==> src/rtl/lcd_drv_pkg.sv <==
package lcd_drv_pkg;

    localparam int NUM_DIGITS = 3;
    localparam int SEG_W      = 7;
    localparam int BCD_W      = 4;

    typedef logic [SEG_W-1:0] seg_t;

    typedef struct packed {
        logic                  minus;
        logic                  half;
        seg_t [NUM_DIGITS-1:0] dig;
    } lit_t;

    // bit 0 = a ... bit 6 = g; out-of-range codes blank
    function automatic seg_t bcd_to_seg(input logic [BCD_W-1:0] code);
        seg_t s;
        case (code)
            4'd0:    s = 7'h3F;
            4'd1:    s = 7'h06;
            4'd2:    s = 7'h5B;
            4'd3:    s = 7'h4F;
            4'd4:    s = 7'h66;
            4'd5:    s = 7'h6D;
            4'd6:    s = 7'h7D;
            4'd7:    s = 7'h07;
            4'd8:    s = 7'h7F;
            4'd9:    s = 7'h6F;
            default: s = 7'h00;
        endcase
        return s;
    endfunction

endpackage

==> src/rtl/lcd_bp_gen.sv <==
module lcd_bp_gen #(
    parameter int HALF_PERIOD = 400
) (
    input  logic clk,
    input  logic rst,
    output logic bp
);
    localparam int CW = (HALF_PERIOD > 1) ? $clog2(HALF_PERIOD) : 1;
    localparam logic [CW-1:0] LAST = CW'(HALF_PERIOD - 1);

    logic [CW-1:0] cnt;

    always_ff @(posedge clk) begin
        if (rst) begin
            cnt <= '0;
            bp  <= 1'b0;
        end else if (cnt == LAST) begin
            cnt <= '0;
            bp  <= ~bp;
        end else begin
            cnt <= cnt + 1'b1;
        end
    end
endmodule

==> src/rtl/lcd_seg_latch.sv <==
module lcd_seg_latch
    import lcd_drv_pkg::*;
(
    input  logic                          clk,
    input  logic                          rst,
    input  logic                          latch,
    input  logic [NUM_DIGITS*BCD_W-1:0]   bcd_digits,
    input  logic                          half_digit,
    input  logic                          negative,
    output lit_t                          lit
);
    lit_t next_lit;

    generate
        for (genvar k = 0; k < NUM_DIGITS; k++) begin : g_dec
            assign next_lit.dig[k] = bcd_to_seg(bcd_digits[k*BCD_W +: BCD_W]);
        end
    endgenerate
    assign next_lit.half  = half_digit;
    assign next_lit.minus = negative;

    always_ff @(posedge clk) begin
        if (rst)        lit <= '0;
        else if (latch) lit <= next_lit;
    end
endmodule

==> src/rtl/lcd_seg_xor.sv <==
module lcd_seg_xor
    import lcd_drv_pkg::*;
(
    input  logic                        bp,
    input  lit_t                        lit,
    output logic [NUM_DIGITS*SEG_W-1:0] seg_digits,
    output logic                        seg_half,
    output logic                        seg_minus
);
    generate
        for (genvar k = 0; k < NUM_DIGITS; k++) begin : g_drv
            assign seg_digits[k*SEG_W +: SEG_W] = lit.dig[k] ^ {SEG_W{bp}};
        end
    endgenerate
    assign seg_half  = lit.half  ^ bp;
    assign seg_minus = lit.minus ^ bp;
endmodule

==> src/rtl/lcd_static_drive.sv <==
module lcd_static_drive
    import lcd_drv_pkg::*;
#(
    parameter int HALF_PERIOD = 400
) (
    input  logic                        clk,
    input  logic                        rst,
    input  logic                        latch,
    input  logic [NUM_DIGITS*BCD_W-1:0] bcd_digits,
    input  logic                        half_digit,
    input  logic                        negative,
    output logic                        backplane,
    output logic [NUM_DIGITS*SEG_W-1:0] seg_digits,
    output logic                        seg_half,
    output logic                        seg_minus
);
    lit_t lit;

    lcd_bp_gen #(.HALF_PERIOD(HALF_PERIOD)) u_bp (
        .clk (clk),
        .rst (rst),
        .bp  (backplane)
    );

    lcd_seg_latch u_latch (
        .clk        (clk),
        .rst        (rst),
        .latch      (latch),
        .bcd_digits (bcd_digits),
        .half_digit (half_digit),
        .negative   (negative),
        .lit        (lit)
    );

    lcd_seg_xor u_xor (
        .bp         (backplane),
        .lit        (lit),
        .seg_digits (seg_digits),
        .seg_half   (seg_half),
        .seg_minus  (seg_minus)
    );
endmodule

==> config.mk <==
export PLATFORM = sky130hd
export DESIGN_NAME = lcd_static_drive
export DESIGN_NICKNAME = d
export VERILOG_FILES = /design/src/rtl/lcd_drv_pkg.sv /design/src/rtl/lcd_bp_gen.sv /design/src/rtl/lcd_seg_latch.sv /design/src/rtl/lcd_seg_xor.sv /design/src/rtl/lcd_static_drive.sv
export SDC_FILE = /design/constraint.sdc
export NUM_CORES = 1
export LEC_CHECK = 0
export BUFFER_PORTS_ARGS = -buffer_cell sky130_fd_sc_hd__buf_2
export CAP_MARGIN = 0
export CORE_MARGIN = 3
export CORE_UTILIZATION = 45
export CTS_CLUSTER_SIZE = 25
export DETAILED_ROUTE_END_ITERATION = 10
export HOLD_SLACK_MARGIN = 0.08
export PLACE_DENSITY_LB_ADDON = 0.08
export SKIP_LAST_GASP = 1
export SYNTH_ARGS = -nofsm -noshare
export SYNTH_HDL_FRONTEND = slang
export SYNTH_SLANG_ARGS = --single-unit
==> constraint.sdc <==
create_clock -name clk -period 1.6 [get_ports clk]
set_input_delay 0.24 -clock clk [delete_from_list [all_inputs] [get_ports clk]]
set_output_delay 0.24 -clock clk [all_outputs]
set_load 0.03 [all_outputs]
Yosys cells after proc, flatten, opt, wreduce, memory -nomap -nowiden --
Memory sizes are Yosys's and may differ from the RTL's. A register that Yosys moved wholly into a read port is not among the register bits. Cells that the tools add are included.
Storage, ports and cells: bits in read-only memories 336, output and inout bits 24, logic and storage cells 16, flip-flop bits (word level) 12, bits of input ports 17, memories kept 3
Operators by class: $add $sub $neg 1, equal/unequal tests 1, bitwise operators 6, reduce and logical (&&, ||, !) cells 1
Memories:
- (no name shown) | depth 16, bits a word 7, rd ports 1, clocked after Yosys merged registers in 1, write ports 0, RTL line lcd_drv_pkg.sv:18 | case (code)
- (no name shown) | depth 16, bits a word 7, rd ports 1, clocked after Yosys merged registers in 1, write ports 0, RTL line lcd_drv_pkg.sv:18
- (no name shown) | depth 16, bits a word 7, rd ports 1, clocked after Yosys merged registers in 1, write ports 0, RTL line lcd_drv_pkg.sv:18
Operators by type and width (number):
- $xor 7x7->7 | 3
- $add 9x1->9 const B | 1
- $eq 9x9->1 const B | 1
- $reduce_or 2->1 | 1
- $xor 1x1->1 | 2
- $not 1->1 | 1

Depth between registers and ports, before layout --
Gate-level depths: netlist of run 1.
word-level depth 2, depth in mapped cells 5, gate-level depth less buffers 5

Modules after synthesis --
Synthesis of run 1 repeated with hierarchy kept, for this count alone.
Unflattened totals: cell total of the unflattened synthesis 227, area total of the unflattened synthesis 2010.7 µm²
By module, submodules not included:
- lcd_seg_latch | times used 1, sequential area each 460.4 µm², area an instance 1321.3 µm², cells each 153
- lcd_bp_gen | times used 1, sequential area each 200.2 µm², area an instance 436.7 µm², cells each 48
- lcd_seg_xor | times used 1, sequential area each 0.0 µm², area an instance 252.7 µm², cells each 26

Worst setup path after synthesis of run 1 --
No wires, ideal clock.
path type reg-to-output, from register u_bp.bp, to output seg_digits[0], arrival time 1.495 ns, data required time 1.360 ns, setup slack -0.135 ns, buffers on the path 2, cell stages (with the launch flop) 4, cells stage by stage dfxtp_1 buf_2 buf_2 xor2_1
On the way: longest elaborated chain between the ends 1
RTL lines:
- from (decl) | RTL line lcd_bp_gen.sv:6 | output logic bp
- from (signal assigned) | RTL line lcd_bp_gen.sv:19 | bp <= ~bp;
- $xor 7x7->7 | RTL line lcd_seg_xor.sv:12 | assign seg_digits[k*SEG_W +: SEG_W] = lit.dig[k] ^ {SEG_W{bp}};
- to (decl) | RTL line lcd_static_drive.sv:13 | output logic [NUM_DIGITS*SEG_W-1:0] seg_digits,
Every way passes these cells.

Final worst setup path of run 1 --
from register u_bp.bp, to output seg_digits[15]
The elaborated chain is that of the path after synthesis.

==> key figures, run 1 <==
Logic synthesis
  • Yosys warns: 0
  • Cell count after synthesis: 231
  • Async SR Flop Fraction: 0%
  • Synth cell types: 36
  • Synthesized area per cell: 8.99 um2
  • Post-synth EDFFs: 0
  • Syn nets: 267
  • #FFs+latches synth: 33
  • Top_reg_cell synth: dfxtp_1
  • Sequential share of the synthesized area: 31.8%
  • Synth Cell Area: 2080 um2

Floorplan
  • Core box area: 4410 um2
  • Die Wd: 73.9 um
  • Io pins: 41
  • Row cnt: 24
  • Die H: 73.9 um
  • Die Area: 5460 um2
  • Initial Util: 47.0%

Power and ir drop
  • Clock power frac: 33.1%
  • Net load switching power: 0.562 mW
  • Flop pwr share: 47.0%
  • Net Sw Frac: 29.2%
  • Pwr Total: 1.93 mW
  • LEAKAGE: 1.18 nW
  • Comb pwr share: 19.9%
  • Pwr/cell area: 802 nW/um2
  • Cell Int Power: 1.36 mW
  • VDD IR-drop max: 0.388 mV

Clock tree
  • CTS H-Tree Depth: 2
  • Clock latency on the worst-skew pair: 280 ps
  • Clock root buffer: clkbuf_8
  • # resized after CTS: 0
  • Number of setup buffers added after CTS: 0
  • CTS Sinks: 33
  • Cts hold-fix bufs: 0
  • TritonCTS clock tree: built
  • Clk buf depth: 2
  • Worst-path clk slew: 70 ps
  • Cts bufs inserted: 5

STA
  • Fin Setup TNS: 0 ps
  • Hold WS: 193 ps
  • Crit path time final: 1500 ps
  • Final worst path period share: 93.5%
  • Worst slew pin tran: 366 ps
  • RSZ-0062 raised after global routing: false
  • Skew final: 1.23 ps
  • Final Slew Violations: 0
  • Fmax: 669 MHz
  • Final worst setup slack: 104 ps
  • Final hold viol count: 0
  • # setup viols final: 0
  • Max-Slew Margin vs Limit: 75.6%

Detailed routing
  • Post-DRT Antenna Nets: 0
  • Via/cell ratio: 5.05
  • Via count: 1626
  • Final WL: 3.84 mm
  • 1st-iter DRT viols: 70
  • # DRC: 0
  • Pre-antenna DRT Iters: 4
  • Drt wl/cell: 11.9 um

Global routing
  • All-layer global routing usage: 15.2%
  • Vias in the first global route: 1527
  • Grt ovf: 0
  • Initial antenna violation count: 0
  • First-pass GRT wire length: 6.69 mm
  • Largest net degree at the start of global routing: 27

Worst setup path
  • RR Endpoint: u_bp.cnt[8]$_SDFF_PP0_
  • Setup crit start kind: register
  • FF-to-FF setup slack: 290 ps
  • WP buf/inv: 2
  • Critical Path End Type: primary output
  • Reg2reg start: u_bp.cnt[0]$_SDFF_PP0_
  • Worst EP arrival: 1260 ps
  • Worst EP required: 1360 ps
  • CP max FO: 26
  • Crit-path leading delay family: buffers and inverters
  • Crit Path Class: register to primary output
  • Critical path's slowest cell: dfxtp_1
  • Worst-path cell chain: buf_12 > xor2_1 > buf_2
  • Max stage delay on crit path: 360 ps
  • Reg2Reg Depth: 4

Min path
  • Hold path depth: 3
  • Hold-critical path endpoint: u_latch.lit[22]$_SDFFE_PP0P_
  • Hold/Removal Path Class: input pin to register
  • Min-Delay Startpoint: negative

Placed design
  • Final GP Congestion: 0.762
  • Cell area after placement: 2320 um2
  • Cells after DPL: 315
  • Dpl ws: 157 ps
  • PortBufs: 40
  • HPWL after DPL: 2.74 mm

Layout
  • Multi-input gate area: 1290 um2
  • Final Cell Area: 2400 um2
  • Share of layout cells above drive strength 1: 22.6%
  • Post-Route Utilization: 54.4%
  • Non-filler instance count after layout: 322
  • Most frequent cells in the layout: buf_2, dfxtp_1, nor2_1, xor2_1, nand2b_1
  • Area growth, synth to finish: 15.7%
  • Layout fillers: 424
  • Antenna cells: 0
  • Storage cell area: 661 um2
  • Fin nets: 306
  • Commonest non-fill, non-tap cell in the layout: buf_2

Outcome
  • Status: finished clean

Job
  • Max_cap viols: 0
[worst max-delay path by stage]
stage,startpoint,endpoint,slack (ps),cells past startpoint
finish,u_bp.bp$_SDFFE_PP0N_,seg_digits[15],100,3
global route,u_bp.bp$_SDFFE_PP0N_,seg_digits[15],2,3
CTS,u_bp.bp$_SDFFE_PP0N_,seg_digits[8],70,3
detailed placement,bcd_digits[1],u_latch.lit[0]$_SDFFE_PP0P_,160,6
global placement,bcd_digits[1],u_latch.lit[0]$_SDFFE_PP0P_,170,6
floorplan,u_bp.bp$_SDFFE_PP0N_,seg_digits[0],-140,3
[cell type report]
class	instances	share of cell area, %
Timing Repair Buffer	46	10.7
Sequential cell	33	27.5
Clock buffer	7	3.59
Multi-Input combinational cell	172	53.6
Tap cell	52	2.71
Inverter	12	1.88
[layer usage]
metal / up-vias / share of wire [%] / GRT usage (%)
met4: 0 / 0.99 / 3.62
met3: 6 / 4.8 / 4.38
li1: 866 / - / -
met2: 30 / 43 / 23.5
met1: 724 / 51 / 20.8
met5: - / 0 / 0
[cells by family (layout without fill, tap and decap cells)]
family | after synthesis | count (layout) | synth area share [%]
multiplexers | 6 | 6 | 3.50
buffers and inverters | 26 | 65 | 6.15
adder cells (fa/ha/maj) | 19 | 19 | 11.5
AND/OR/NAND/NOR | 73 | 73 | 20.0
flip-flops | 33 | 33 | 31.8
AO/OA/AOI/OAI | 49 | 49 | 16.6
XOR/XNOR | 25 | 25 | 10.5
[sequential cells by signal (all words and copies together), names as in the netlist]
register     count
u_bp.cnt         9
u_bp.bp          1
u_latch.lit     23
[cells in the mapped netlist, drive strengths merged (3+ instances only)]
| master | number | area share [%] |
|---|---|---|
| o21ai | 7 | 1.7 |
| or3 | 4 | 1.2 |
| a21oi | 10 | 2.4 |
| nand3 | 8 | 1.9 |
| a211oi | 10 | 3.6 |
| a21o | 6 | 2.2 |
| a311oi | 3 | 1.3 |
| o21a | 3 | 1.1 |
| dfxtp | 33 | 32 |
| mux2 | 4 | 2.5 |
| nand2 | 6 | 1.1 |
| nand2b | 20 | 6.0 |
| xor2 | 23 | 9.7 |
| inv | 12 | 2.2 |
| nor2 | 24 | 4.3 |
| buf | 8 | 1.9 |
| ha | 19 | 11 |
| clkbuf | 6 | 2.0 |
| o311ai | 3 | 1.3 |
[tightest hold or removal path, cell delays in order]
cell     delay, ps
buf_2           70
mux2i_1         50
nor2_1          70
[power by group through the flow]
stage	combinational (mW)	clock, mW	sequential [mW]
floorplan	0.287	0	0.917
global placement	0.388	0	0.923
detailed placement	0.388	0	0.923
CTS	0.390	0.652	0.905
global route	0.433	0.690	0.911
finish	0.384	0.637	0.905
(Power assumes the default switching activity.)
==> inputs of run 2 (changes only) <==
SYNTH_HIERARCHICAL = 1   (was default)
==> run 2 against run 1 <==
Against the previous run:
- critical path depth is the same
- sequential power barely moved
- wire length is 1.4% lower
- clock power down 6.6%
- combinational power shrank 3%
- maximum frequency fell by 1.2%
- flip-flop and latch count unchanged
- die area down 2.9%
- global-route usage increased by 0.20 points
- critical endpoint is now u_bp/bp$_SDFFE_PP0N_
- largest cell class unchanged
- largest power group unchanged
- highest routed layer unchanged
==> key figures, run 2 <==
Floorplan
  • Die Wd: 72.8 um (-1.4%)
  • Row cnt: 23 (-4.2%)
  • Io pins: 41 (unchanged)
  • Initial Util: 48.5% (+1.5 points)
  • Die Area: 5310 um2 (-2.9%)
  • Die H: 72.8 um (-1.4%)
  • Core box area: 4140 um2 (-6.1%)

Detailed routing
  • Via count: 1625 (-0.062%)
  • 1st-iter DRT viols: 62 (-11%)
  • Drt wl/cell: 11.9 um (-0.19%)
  • Pre-antenna DRT Iters: 4 (unchanged)
  • # DRC: 0 (unchanged)
  • Via/cell ratio: 5.11 (+1.2%)
  • Post-DRT Antenna Nets: 0 (unchanged)
  • Final WL: 3.78 mm (-1.4%)

STA
  • Final Slew Violations: 0 (unchanged)
  • Worst slew pin tran: 477 ps (+111 ps)
  • Skew final: 4.14 ps (+2.91 ps)
  • RSZ-0062 raised after global routing: false
  • Crit path time final: 1510 ps (+18.2 ps)
  • Fmax: 661 MHz (-1.2%)
  • Max-Slew Margin vs Limit: 67.9% (-7.7 points)
  • # setup viols final: 0 (unchanged)
  • Fin Setup TNS: 0 ps (unchanged)
  • Final hold viol count: 0 (unchanged)
  • Final worst path period share: 94.6% (+1.1 points)

Clock tree
  • Clock root buffer: clkbuf_8
  • Worst-path clk slew: 70 ps (about the same)
  • Number of setup buffers added after CTS: 0 (unchanged)
  • # resized after CTS: 0 (unchanged)
  • Cts bufs inserted: 5 (unchanged)
  • TritonCTS clock tree: built
  • CTS Sinks: 33 (unchanged)
  • Clk buf depth: 2 (unchanged)
  • Cts hold-fix bufs: 0 (unchanged)
  • CTS H-Tree Depth: 2 (unchanged)
  • Clock latency on the worst-skew pair: 280 ps (about the same)

Worst setup path
  • Worst EP arrival: 1730 ps (+470 ps)
  • Worst EP required: 1810 ps (+450 ps)
  • CP max FO: 6 (-77%)
  • Critical Path End Type: register
  • Crit Path Class: register to register
  • Setup crit start kind: register

Logic synthesis
  • Synth Cell Area: 2010 um2 (-3.1%)
  • Post-synth EDFFs: 0 (unchanged)
  • Cell taking the most area after synthesis: dfxtp_1
  • Synthesized area per cell: 8.86 um2 (-1.4%)
  • Top_reg_cell synth: dfxtp_1
  • Synth cell types: 41 (+14%)
  • Cell count after synthesis: 227 (-1.7%)
  • Sequential share of the synthesized area: 32.9% (+1.0 points)
  • Yosys warns: 6 (+6)
  • Post-synth top cells: dfxtp_1, nor2_1, xor2_1
  • #FFs+latches synth: 33 (unchanged)
  • Most area-consuming cells after synthesis: dfxtp_1, ha_1, xor2_1
  • Top cell type's share of synthesized area: 32.9% (+1.0 points)
  • Async SR Flop Fraction: 0% (unchanged)
  • Count leader, synth: dfxtp_1
  • Syn nets: 263 (-1.5%)

Placed design
  • Final GP Congestion: 0.742 (-2.6%)
  • PortBufs: 40 (unchanged)
  • HPWL after DPL: 2.68 mm (-2.2%)

Power and ir drop
  • Net Sw Frac: 29.9% (+0.73 points)
  • Pwr Total: 1.87 mW (-3.1%)
  • Clock power frac: 31.9% (-1.2 points)
  • Cell Int Power: 1.31 mW (-4.1%)
  • LEAKAGE: 1.15 nW (-3.2%)
  • Comb pwr share: 19.9% (about the same)
  • VDD IR-drop max: 0.535 mV (+38%)
  • Flop pwr share: 48.3% (+1.3 points)
  • Pwr/cell area: 803 nW/um2 (+0.14%)
  • Net load switching power: 0.558 mW (-0.68%)

Layout
  • Biggest regs: u_latch/lit x23, u_bp/cnt x9, u_bp/bp x1
  • Most frequent cells in the layout: buf_2, dfxtp_1, nor2_1, xor2_1, ha_1
  • Area growth, synth to finish: 15.6% (about the same)
  • Commonest non-fill, non-tap cell in the layout: buf_2
  • Share of layout cells above drive strength 1: 21.3% (-1.3 points)
  • Antenna cells: 0 (unchanged)
  • Largest reg by FF count: u_latch/lit
  • Largest register FFs: 23 (unchanged)
  • Fin nets: 303 (-0.98%)

Min path
  • Hold/Removal Path Class: input pin to register

Global routing
  • First-pass GRT wire length: 6.57 mm (-1.9%)
  • Grt ovf: 0 (unchanged)
  • Largest net degree at the start of global routing: 27 (unchanged)
  • Initial antenna violation count: 0 (unchanged)
  • Vias in the first global route: 1470 (-3.7%)
  • All-layer global routing usage: 15.4% (+0.20 points)

Outcome
  • Status: finished clean

Job
  • Max_cap viols: 0 (unchanged)
==> run 2: power by group through the flow <==
stage,sequential (mW),clock (mW),combinational (mW)
6_report,0.902,0.595,0.371
5_1_grt,0.908,0.653,0.415
4_1_cts,0.902,0.622,0.374
3_5_place_dp,0.920,0,0.373
3_3_place_gp,0.920,0,0.371
2_1_floorplan,0.915,0,0.261
==> run 2: kinds of logic (layout without fill, tap and decap cells) <==
family	after synthesis	count (layout)	synth area share, %
and+or+nand+nor	69	69	17.6
AOI/OAI and AO/OA	56	56	19.0
DFF	33	33	32.9
xor gates and xnor gates	26	26	11.3
buffers and inverters	22	63	6.35
adders and majority gates	19	19	11.8
muxes	2	2	0.996
==> run 2: per-stage QoR <==
stage / hold slack [ps] / area, um2 / cells / utilization (%) / setup slack, ps
CTS: 197 / 2320 / 318 / 56.1 / 69.0
global route: 212 / 2320 / 318 / 56.1 / 15.7
global placement: 432 / 2240 / 310 / 54.1 / 127
finish: 199 / 2320 / 318 / 56.1 / 86.0
floorplan: 309 / 2010 / 227 / - / 17.5
detailed placement: 439 / 2240 / 310 / 54.1 / 111
==> run 2: final timing paths <==
kind,cells after the start,start,slack (ps),endpoint
max,3,u_bp/cnt[5]$_SDFF_PP0_,90,u_bp/bp$_SDFFE_PP0N_
min,3,half_digit,200,u_latch/lit[21]$_SDFFE_PP0P_
max reg2reg,3,u_bp/cnt[5]$_SDFF_PP0_,90,u_bp/bp$_SDFFE_PP0N_
min reg2reg,1,u_bp/cnt[0]$_SDFF_PP0_,450,u_bp/cnt[0]$_SDFF_PP0_
==> run 2: layout make-up <==
| cell class | instances | area, um2 |
|---|---|---|
| Clock inverter | 2 | 10.0 |
| Clock buffer | 6 | 72.6 |
| Multi-Input combinational cell | 172 | 1220 |
| Inverter | 11 | 41.3 |
| Fill cell | 405 | 1820 |
| Timing Repair Buffer | 44 | 255 |
| Tap cell | 50 | 62.6 |
| Sequential cell | 33 | 661 |
==> run 2: per-layer routing <==
layer / vias up / wire length, um / part of all wire (%) / GRT usage (%)
li1: 862 / - / - / -
met1: 718 / 1900 / 50 / 22.3
met2: 38 / 1630 / 43 / 22.4
met3: 7 / 206 / 5.4 / 3.72
met4: 0 / 42 / 1.1 / 4.71
met5: - / 0 / 0 / 0
==> run 2: critical path, cell delays in order, from the launching register on <==
cell and delay, ps:
dfxtp_1 350, or4b_4 550, or4_1 400, a21oi_1 150
